$ cat config.mk
export PLATFORM = sky130hd
export DESIGN_NAME = stk_seq
export DESIGN_NICKNAME = d
export VERILOG_FILES = /design/src/rtl/stk_seq_pkg.sv /design/src/rtl/stk_seq_ctrl.sv /design/src/rtl/stk_seq_bus.sv /design/src/rtl/stk_seq_arch.sv /design/src/rtl/stk_seq.sv
export SDC_FILE = /design/constraint.sdc
export NUM_CORES = 1
export LEC_CHECK = 0
export ABC_AREA = 1
export ABC_CLOCK_PERIOD_IN_PS = 4550
export BUFFER_PORTS_ARGS = -buffer_cell sky130_fd_sc_hd__buf_2
export CAP_MARGIN = 20
export CORE_MARGIN = 1
export CORE_UTILIZATION = 50
export DETAILED_ROUTE_END_ITERATION = 16
export PLACE_DENSITY = 0.71
export SLEW_MARGIN = 10
export SYNTH_ARGS = -nofsm -noshare
export SYNTH_HDL_FRONTEND = slang
export SYNTH_HIERARCHICAL = 1
export SYNTH_SLANG_ARGS = --single-unit
$ cat constraint.sdc
create_clock -name clk -period 4.55 [get_ports clk]
set_input_delay 0.2275 -clock clk [delete_from_list [all_inputs] [get_ports clk]]
set_output_delay 0.2275 -clock clk [all_outputs]
set_load 0.05 [all_outputs]
$ cat src/rtl/stk_seq_pkg.sv
package stk_seq_pkg;
  parameter int ADDR_W = 16;
  parameter int BYTE_W = 8;
  parameter int OP_W   = 4;
  parameter int VEC_W  = 5;
  parameter int STEP_W = 4;

  typedef enum logic [OP_W-1:0] {
    OP_CALL_ABS  = 4'd0,
    OP_CALL_VEC  = 4'd1,
    OP_RET       = 4'd2,
    OP_RETI      = 4'd3,
    OP_PUSH_ST   = 4'd4,
    OP_POP_ST    = 4'd5,
    OP_PUSH_PAIR = 4'd6,
    OP_POP_PAIR  = 4'd7,
    OP_SP_LOAD   = 4'd8,
    OP_SP_COPY   = 4'd9
  } op_e;

  // signed small offset added to a stack address, wrapping at 2^ADDR_W
  function automatic logic [ADDR_W-1:0] addr_off(input logic [ADDR_W-1:0] a,
                                                 input logic signed [3:0] d);
    return a + {{(ADDR_W-4){d[3]}}, d};
  endfunction

  function automatic logic op_known(input logic [OP_W-1:0] c);
    return c <= OP_W'(9);
  endfunction

  function automatic logic [STEP_W-1:0] op_cycles(input op_e o);
    case (o)
      OP_PUSH_ST:                          return STEP_W'(2);
      OP_POP_ST, OP_PUSH_PAIR:             return STEP_W'(4);
      OP_CALL_VEC, OP_RETI, OP_SP_LOAD:    return STEP_W'(8);
      default:                             return STEP_W'(6);
    endcase
  endfunction

  function automatic logic [ADDR_W-1:0] vec_base(input logic [VEC_W-1:0] v);
    return ADDR_W'(v);
  endfunction
endpackage

$ cat src/rtl/stk_seq_ctrl.sv
module stk_seq_ctrl
  import stk_seq_pkg::*;
(
  input  logic              clk,
  input  logic              rst_n,
  input  logic              start,
  input  logic [OP_W-1:0]   op_raw,
  input  logic [ADDR_W-1:0] call_tgt,
  input  logic [VEC_W-1:0]  vec_sel,
  input  logic [ADDR_W-1:0] pair_in,
  output logic              busy,
  output logic              done,
  output logic [STEP_W-1:0] step,
  output op_e               op_q,
  output logic [ADDR_W-1:0] tgt_q,
  output logic [VEC_W-1:0]  vec_q,
  output logic [ADDR_W-1:0] pair_q
);
  logic accept;
  assign accept = start && !busy && op_known(op_raw);
  assign done   = busy && (step == op_cycles(op_q));

  always_ff @(posedge clk) begin
    if (!rst_n) begin
      busy   <= 1'b0;
      step   <= '0;
      op_q   <= OP_CALL_ABS;
      tgt_q  <= '0;
      vec_q  <= '0;
      pair_q <= '0;
    end else if (accept) begin
      busy   <= 1'b1;
      step   <= STEP_W'(2);
      op_q   <= op_e'(op_raw);
      tgt_q  <= call_tgt;
      vec_q  <= vec_sel;
      pair_q <= pair_in;
    end else if (busy) begin
      if (done) begin
        busy <= 1'b0;
        step <= '0;
      end else begin
        step <= step + STEP_W'(1);
      end
    end
  end

  p_done_single_r3: assert property (@(posedge clk) disable iff (!rst_n)
    done |=> !done);
  p_hold_busy_r2: assert property (@(posedge clk) disable iff (!rst_n)
    (busy && !done) |=> (busy && $stable(op_q) && $stable(pair_q)));
  p_reject_code_r2: assert property (@(posedge clk) disable iff (!rst_n)
    (!busy && start && !op_known(op_raw)) |=> !busy);
endmodule

$ cat src/rtl/stk_seq_bus.sv
module stk_seq_bus
  import stk_seq_pkg::*;
(
  input  logic              clk,
  input  logic              rst_n,
  input  logic              busy,
  input  logic [STEP_W-1:0] step,
  input  op_e               op_q,
  input  logic [ADDR_W-1:0] pc,
  input  logic [ADDR_W-1:0] sp,
  input  logic [BYTE_W-1:0] psw,
  input  logic [ADDR_W-1:0] pair_q,
  input  logic [VEC_W-1:0]  vec_q,
  input  logic [BYTE_W-1:0] mem_rdata,
  output logic [ADDR_W-1:0] mem_addr,
  output logic [BYTE_W-1:0] mem_wdata,
  output logic              mem_we,
  output logic              mem_re,
  output logic [BYTE_W-1:0] byte_lo,
  output logic [BYTE_W-1:0] byte_hi,
  output logic [BYTE_W-1:0] byte_x
);
  logic [ADDR_W-1:0] ret_addr;
  logic              cap_lo, cap_hi, cap_x;
  logic              pops_stack;

  assign ret_addr   = (op_q == OP_CALL_VEC) ? addr_off(pc, 4'sd1) : addr_off(pc, 4'sd3);
  assign pops_stack = (op_q == OP_RET) || (op_q == OP_RETI) || (op_q == OP_POP_PAIR)
                   || (op_q == OP_POP_ST);

  always_comb begin
    mem_addr  = '0;
    mem_wdata = '0;
    mem_we    = 1'b0;
    mem_re    = 1'b0;
    if (busy) begin
      case (op_q)
        OP_CALL_ABS, OP_CALL_VEC: begin
          if (step == STEP_W'(2)) begin
            mem_we = 1'b1; mem_addr = addr_off(sp, -4'sd1); mem_wdata = ret_addr[15:8];
          end else if (step == STEP_W'(3)) begin
            mem_we = 1'b1; mem_addr = addr_off(sp, -4'sd2); mem_wdata = ret_addr[7:0];
          end else if (op_q == OP_CALL_VEC && step == STEP_W'(4)) begin
            mem_re = 1'b1; mem_addr = vec_base(vec_q);
          end else if (op_q == OP_CALL_VEC && step == STEP_W'(5)) begin
            mem_re = 1'b1; mem_addr = addr_off(vec_base(vec_q), 4'sd1);
          end
        end
        OP_RET, OP_RETI, OP_POP_PAIR, OP_POP_ST: begin
          if (step == STEP_W'(2)) begin
            mem_re = 1'b1; mem_addr = sp;
          end else if (step == STEP_W'(3) && op_q != OP_POP_ST) begin
            mem_re = 1'b1; mem_addr = addr_off(sp, 4'sd1);
          end else if (step == STEP_W'(4) && op_q == OP_RETI) begin
            mem_re = 1'b1; mem_addr = addr_off(sp, 4'sd2);
          end
        end
        OP_PUSH_ST: begin
          if (step == STEP_W'(2)) begin
            mem_we = 1'b1; mem_addr = addr_off(sp, -4'sd1); mem_wdata = psw;
          end
        end
        OP_PUSH_PAIR: begin
          if (step == STEP_W'(2)) begin
            mem_we = 1'b1; mem_addr = addr_off(sp, -4'sd1); mem_wdata = pair_q[15:8];
          end else if (step == STEP_W'(3)) begin
            mem_we = 1'b1; mem_addr = addr_off(sp, -4'sd2); mem_wdata = pair_q[7:0];
          end
        end
        default: ;
      endcase
    end
  end

  // read data returns one cycle after each request
  assign cap_lo = busy && ((pops_stack && step == STEP_W'(3))
                        || (op_q == OP_CALL_VEC && step == STEP_W'(5)));
  assign cap_hi = busy && (((op_q == OP_RET) || (op_q == OP_RETI) || (op_q == OP_POP_PAIR))
                           && step == STEP_W'(4)
                        || (op_q == OP_CALL_VEC && step == STEP_W'(6)));
  assign cap_x  = busy && (op_q == OP_RETI) && (step == STEP_W'(5));

  always_ff @(posedge clk) begin
    if (!rst_n) begin
      byte_lo <= '0;
      byte_hi <= '0;
      byte_x  <= '0;
    end else begin
      if (cap_lo) byte_lo <= mem_rdata;
      if (cap_hi) byte_hi <= mem_rdata;
      if (cap_x)  byte_x  <= mem_rdata;
    end
  end

  p_one_access_r12: assert property (@(posedge clk) disable iff (!rst_n)
    mem_we |-> !mem_re);
  p_idle_quiet_r12: assert property (@(posedge clk) disable iff (!rst_n)
    !busy |-> (!mem_we && !mem_re));
  p_capture_after_read_r12: assert property (@(posedge clk) disable iff (!rst_n)
    (cap_lo || cap_hi || cap_x) |-> $past(mem_re));
endmodule

$ cat src/rtl/stk_seq_arch.sv
module stk_seq_arch
  import stk_seq_pkg::*;
#(
  parameter logic [ADDR_W-1:0] PC_RST  = 16'h0100,
  parameter logic [ADDR_W-1:0] SP_RST  = 16'hFF80,
  parameter logic [BYTE_W-1:0] PSW_RST = 8'h02
) (
  input  logic              clk,
  input  logic              rst_n,
  input  logic              done,
  input  op_e               op_q,
  input  logic [ADDR_W-1:0] tgt_q,
  input  logic [ADDR_W-1:0] pair_q,
  input  logic [BYTE_W-1:0] byte_lo,
  input  logic [BYTE_W-1:0] byte_hi,
  input  logic [BYTE_W-1:0] byte_x,
  output logic [ADDR_W-1:0] pc,
  output logic [ADDR_W-1:0] sp,
  output logic [BYTE_W-1:0] psw,
  output logic [ADDR_W-1:0] pair_out,
  output logic              pair_we
);
  logic [ADDR_W-1:0] popped;
  assign popped   = {byte_hi, byte_lo};
  assign pair_out = (op_q == OP_SP_COPY) ? sp : popped;
  assign pair_we  = done && ((op_q == OP_POP_PAIR) || (op_q == OP_SP_COPY));

  always_ff @(posedge clk) begin
    if (!rst_n) begin
      pc  <= PC_RST;
      sp  <= SP_RST;
      psw <= PSW_RST;
    end else if (done) begin
      case (op_q)
        OP_CALL_ABS:  begin pc <= tgt_q;  sp <= addr_off(sp, -4'sd2); end
        OP_CALL_VEC:  begin pc <= popped; sp <= addr_off(sp, -4'sd2); end
        OP_RET:       begin pc <= popped; sp <= addr_off(sp, 4'sd2); end
        OP_RETI:      begin pc <= popped; psw <= byte_x; sp <= addr_off(sp, 4'sd3); end
        OP_PUSH_ST:   sp <= addr_off(sp, -4'sd1);
        OP_POP_ST:    begin psw <= byte_lo; sp <= addr_off(sp, 4'sd1); end
        OP_PUSH_PAIR: sp <= addr_off(sp, -4'sd2);
        OP_POP_PAIR:  sp <= addr_off(sp, 4'sd2);
        OP_SP_LOAD:   sp <= pair_q;
        default: ;
      endcase
    end
  end

  p_frozen_r13: assert property (@(posedge clk) disable iff (!rst_n)
    !done |=> ($stable(pc) && $stable(sp) && $stable(psw)));
  p_push_st_sp_r8: assert property (@(posedge clk) disable iff (!rst_n)
    (done && op_q == OP_PUSH_ST) |=> (sp == $past(sp) - 16'd1));
  p_call_target_r4: assert property (@(posedge clk) disable iff (!rst_n)
    (done && op_q == OP_CALL_ABS) |=> (pc == $past(tgt_q)));
  p_reti_sp_r7: assert property (@(posedge clk) disable iff (!rst_n)
    (done && op_q == OP_RETI) |=> (sp == $past(sp) + 16'd3));
endmodule

$ cat src/rtl/stk_seq.sv
module stk_seq
  import stk_seq_pkg::*;
#(
  parameter logic [15:0] PC_RST  = 16'h0100,
  parameter logic [15:0] SP_RST  = 16'hFF80,
  parameter logic [7:0]  PSW_RST = 8'h02
) (
  input  logic        clk,
  input  logic        rst_n,
  input  logic        start,
  input  logic [3:0]  op,
  input  logic [15:0] call_tgt,
  input  logic [4:0]  vec_sel,
  input  logic [15:0] pair_in,
  input  logic [7:0]  mem_rdata,
  output logic [15:0] mem_addr,
  output logic [7:0]  mem_wdata,
  output logic        mem_we,
  output logic        mem_re,
  output logic        busy,
  output logic        done,
  output logic [15:0] pc,
  output logic [15:0] sp,
  output logic [7:0]  psw,
  output logic [15:0] pair_out,
  output logic        pair_we
);
  logic [STEP_W-1:0] step;
  op_e               op_q;
  logic [ADDR_W-1:0] tgt_q, pair_q;
  logic [VEC_W-1:0]  vec_q;
  logic [BYTE_W-1:0] byte_lo, byte_hi, byte_x;

  stk_seq_ctrl u_ctrl (
    .clk(clk), .rst_n(rst_n), .start(start), .op_raw(op), .call_tgt(call_tgt),
    .vec_sel(vec_sel), .pair_in(pair_in), .busy(busy), .done(done), .step(step),
    .op_q(op_q), .tgt_q(tgt_q), .vec_q(vec_q), .pair_q(pair_q)
  );

  stk_seq_bus u_bus (
    .clk(clk), .rst_n(rst_n), .busy(busy), .step(step), .op_q(op_q), .pc(pc),
    .sp(sp), .psw(psw), .pair_q(pair_q), .vec_q(vec_q), .mem_rdata(mem_rdata),
    .mem_addr(mem_addr), .mem_wdata(mem_wdata), .mem_we(mem_we), .mem_re(mem_re),
    .byte_lo(byte_lo), .byte_hi(byte_hi), .byte_x(byte_x)
  );

  stk_seq_arch #(.PC_RST(PC_RST), .SP_RST(SP_RST), .PSW_RST(PSW_RST)) u_arch (
    .clk(clk), .rst_n(rst_n), .done(done), .op_q(op_q), .tgt_q(tgt_q),
    .pair_q(pair_q), .byte_lo(byte_lo), .byte_hi(byte_hi), .byte_x(byte_x),
    .pc(pc), .sp(sp), .psw(psw), .pair_out(pair_out), .pair_we(pair_we)
  );

  p_reset_idle_r1: assert property (@(posedge clk) disable iff (!rst_n)
    $rose(rst_n) |-> (!busy && !done));
endmodule

==> qor.yml <==
outcome:
  status: "complete, no violations"
setup_path:
  slowest_stage: "dfxtp_1"
  required_ns: 4.32
  worstPathCellList: "inv_1 > nor2_2 > inv_1 > nor2_1 > nor2_2 > nor2_1 > o21ai_1 > nand3_1 > nand2_1 > inv_1 > buf_2"
  crit_start: "u_ctrl/step[0]"
  cp_common_cell: "inv_1"
  worstPathArrival_ns: 3.25
  critPathTopFamily: "simple AND/OR/NAND/NOR gates"
  critPathMaxStageDelay_ns: 0.58
  worst_setup_path_start_kind: "flop"
  cp_num_buf_inv: 4
  crit_fanout: 14
  r2r_start: "u_ctrl/op_q[2]"
  worstRegToRegCells: 19
  crit_path_end_kind: "output port"
  path_class: "reg2out"
  r2r_setup_slack_ns: 1.19
  r2r_end: "u_arch/sp[11]"
cells_and_area:
  final_core_util_pct: 58.1
  area_growth_pct: 11.9
  nets: 1677
  n_antenna_cell: 0
  final_layout_size_suffix_gt1_share_pct: 15.7
  n_fill_cell: 1779
  fin_area_mm2: 0.0102
placed_design:
  io_buffers: 136
  post-place-ws_ns: 1.29
  dp_hpwl_um: 23800
  postPlaceCellArea_mm2: 0.00983
  gp_congestion: 0.962
clock_tree:
  cts_root_buf: "clkbuf_16"
  cts_buffer_depth: 2
  holdBufCountCts: 0
  cts_resized: 0
  h-tree-depth: 3
  clkTransAtPathRegs_ns: 0.08
  cts.sinks: 110
  tritoncts: "built"
  postCtsSetupBuffers: 0
  worstSkewPairLatency_ns: 0.37
  cts-buffers-inserted: 9
global_routing:
  grt_use_total_pct: 33.8
  grt_pass1_vias: 9286
  overflow: 0
  grt_max_degree: 82
  grt_antenna_before_repair: 0
  grt_pass1_wl_um: 48600
worst_hold_path:
  min_from: "call_tgt[12]"
  holdPathStages: 3
  hp-class: "in2reg"
  hold_end: "u_ctrl/tgt_q[12]"
drt:
  dr.pass1.iters: 7
  vias_per_cell: 5.87
  wl_per_cell_um: 17.2
  drc: 0
  route.met2.wl_um: 14000
  highest_layer: "met4"
  num_vias: 10700
  wl_met1_um: 13700
  antenna_left: 0
  routed_wl_um: 31600
  met3_length_um: 2720
  drt-initial-drc-count: 1075
floorplanning:
  die_h_um: 137
  die-width_um: 137
  start_util_pct: 51.9
  die-area_mm2: 0.0187
  num_rows: 48
  core_mm2: 0.0175
  ios: 137
yosys:
  yosys_register_bits: 110
  synth_edf_count: 0
  avgSynthCellArea_um2: 6.06
  synth.largest_area_cell: "dfxtp_1"
  syn_area_mm2: 0.00907
  yosysMostFrequentCell: "nand2_1"
  syn-instance-count: 1498
  yosys.cell_types.count: 56
  synthTopCellsByArea: "dfxtp_1 (24%), nand2_1 (13%), o21ai_0 (9.7%)"
  async_reset_ff_share_pct: 0
  syn_nets: 1575
  synth_seq_area_share_pct: 24.3
  netlist.area_leader.share_pct: 24.3
  synth_common_cells: "nand2_1 (315), nor2_1 (181), o21ai_0 (176), inv_1 (143), nand3_1 (118)"
  synthFlopType: "dfxtp_1"
  yosysWarningCount: 6
timing:
  finalClockSkew_ns: 0.0125
  maxSlewHeadroom_pct: 44.5
  finalSetupViolations: 0
  finalHoldViolations: 0
  drv_slew: 0
  final.setup.tns_ns: 0
  finalWorstSetupSlack_ns: 1.07
  rsz0062_at_grt: "false"
  worst_slew_pin_slew_ns: 0.830
  finalCriticalPeriod_ns: 3.48
  fmax_mhz: 287
  fin_crit_sh_pct: 76.5
power:
  ir_worst_vdd_uv: 215
  p_per_area_mw_per_mm2: 268
  leakage_uw: 0.00468
run:
  maxCapViolations: 0
[registers in the layout (all words and copies together), names as in the netlist, 5 cells and up]
name and flops:
u_bus/byte_hi 8, u_ctrl/tgt_q 16, u_arch/pc 16, u_arch/psw 8, u_ctrl/vec_q 5, u_bus/byte_x 8, u_arch/sp 16, u_ctrl/pair_q 16
u_bus/byte_lo 8
[metal layers]
layer | vias to the layer above | GRT usage (%)
li1 | 5247 | -
met1 | 4873 | 45.6
met2 | 557 | 53.5
met3 | 71 | 4.15
met4 | 0 | 15.7
met5 | - | 0
[area by class of cell]
type | count | area [µm²] | area share, %
Clock buffer | 9 | 225 | 2.22
Clock inverter | 7 | 86.3 | 0.850
Inverter | 167 | 627 | 6.17
Multi-Input combinational cell | 1164 | 5960 | 58.7
Sequential cell | 110 | 2200 | 21.7
Tap cell | 225 | 282 | 2.77
Timing Repair Buffer | 148 | 771 | 7.59
[how the worst max path moves through the flow]
stage	to	cells after the start
after floorplan	u_arch/sp[11]	18
after global placement	u_arch/sp[11]	19
after detailed placement	u_arch/sp[11]	19
after CTS	mem_addr[5]	11
after global routing	u_arch/sp[15]	19
final	mem_addr[5]	11
[power by group]
part           internal [µW]  total [µW]  switching, µW  leakage, µW
registers               1010        1080           71.2     0.000896
clock network            394         822            428     0.000150
logic                    254         818            564      0.00364
[metrics by stage]
| step | power [µW] | std cells | hold WS (ns) |
|---|---|---|---|
| global placement | 1890 | 1813 | 0.462 |
| detailed placement | 1890 | 1813 | 0.471 |
| CTS | 2700 | 1829 | 0.105 |
| global route | 2860 | 1830 | 0.120 |
| finish | 2720 | 1830 | 0.102 |
| floorplan | 1690 | 1498 | 0.366 |
[kinds of logic after synthesis]
logic type | after synthesis | share of synthesized area [%]
simple gates | 715 | 35.1
compound gates | 395 | 24.1
buf+inv | 224 | 10.1
flops | 110 | 24.3
xor+xnor | 28 | 2.70
fa+ha+maj | 25 | 3.53
mux | 1 | 0.124
[worst register-to-register path, delay by kind of cell, from the launching register on]
| kind | cells | cell delay, ns |
|---|---|---|
| AO/OA/AOI/OAI | 2 | 0.60 |
| flip-flops | 1 | 0.54 |
| buffers and inverters | 4 | 0.50 |
| AND/OR/NAND/NOR | 12 | 1.32 |
| adder cells (fa/ha/maj) | 1 | 0.33 |
[cell usage in the layout, fill, tap and decap left out, types with 24 or more instances in the layout]
master / n
nand3_1: 118
xor2_1: 26
buf_2: 136
inv_1: 143
nor2_1: 181
nand2_1: 315
dfxtp_1: 110
a21oi_1: 117
ha_1: 24
o21ai_0: 176
(Power assumes the default switching activity.)
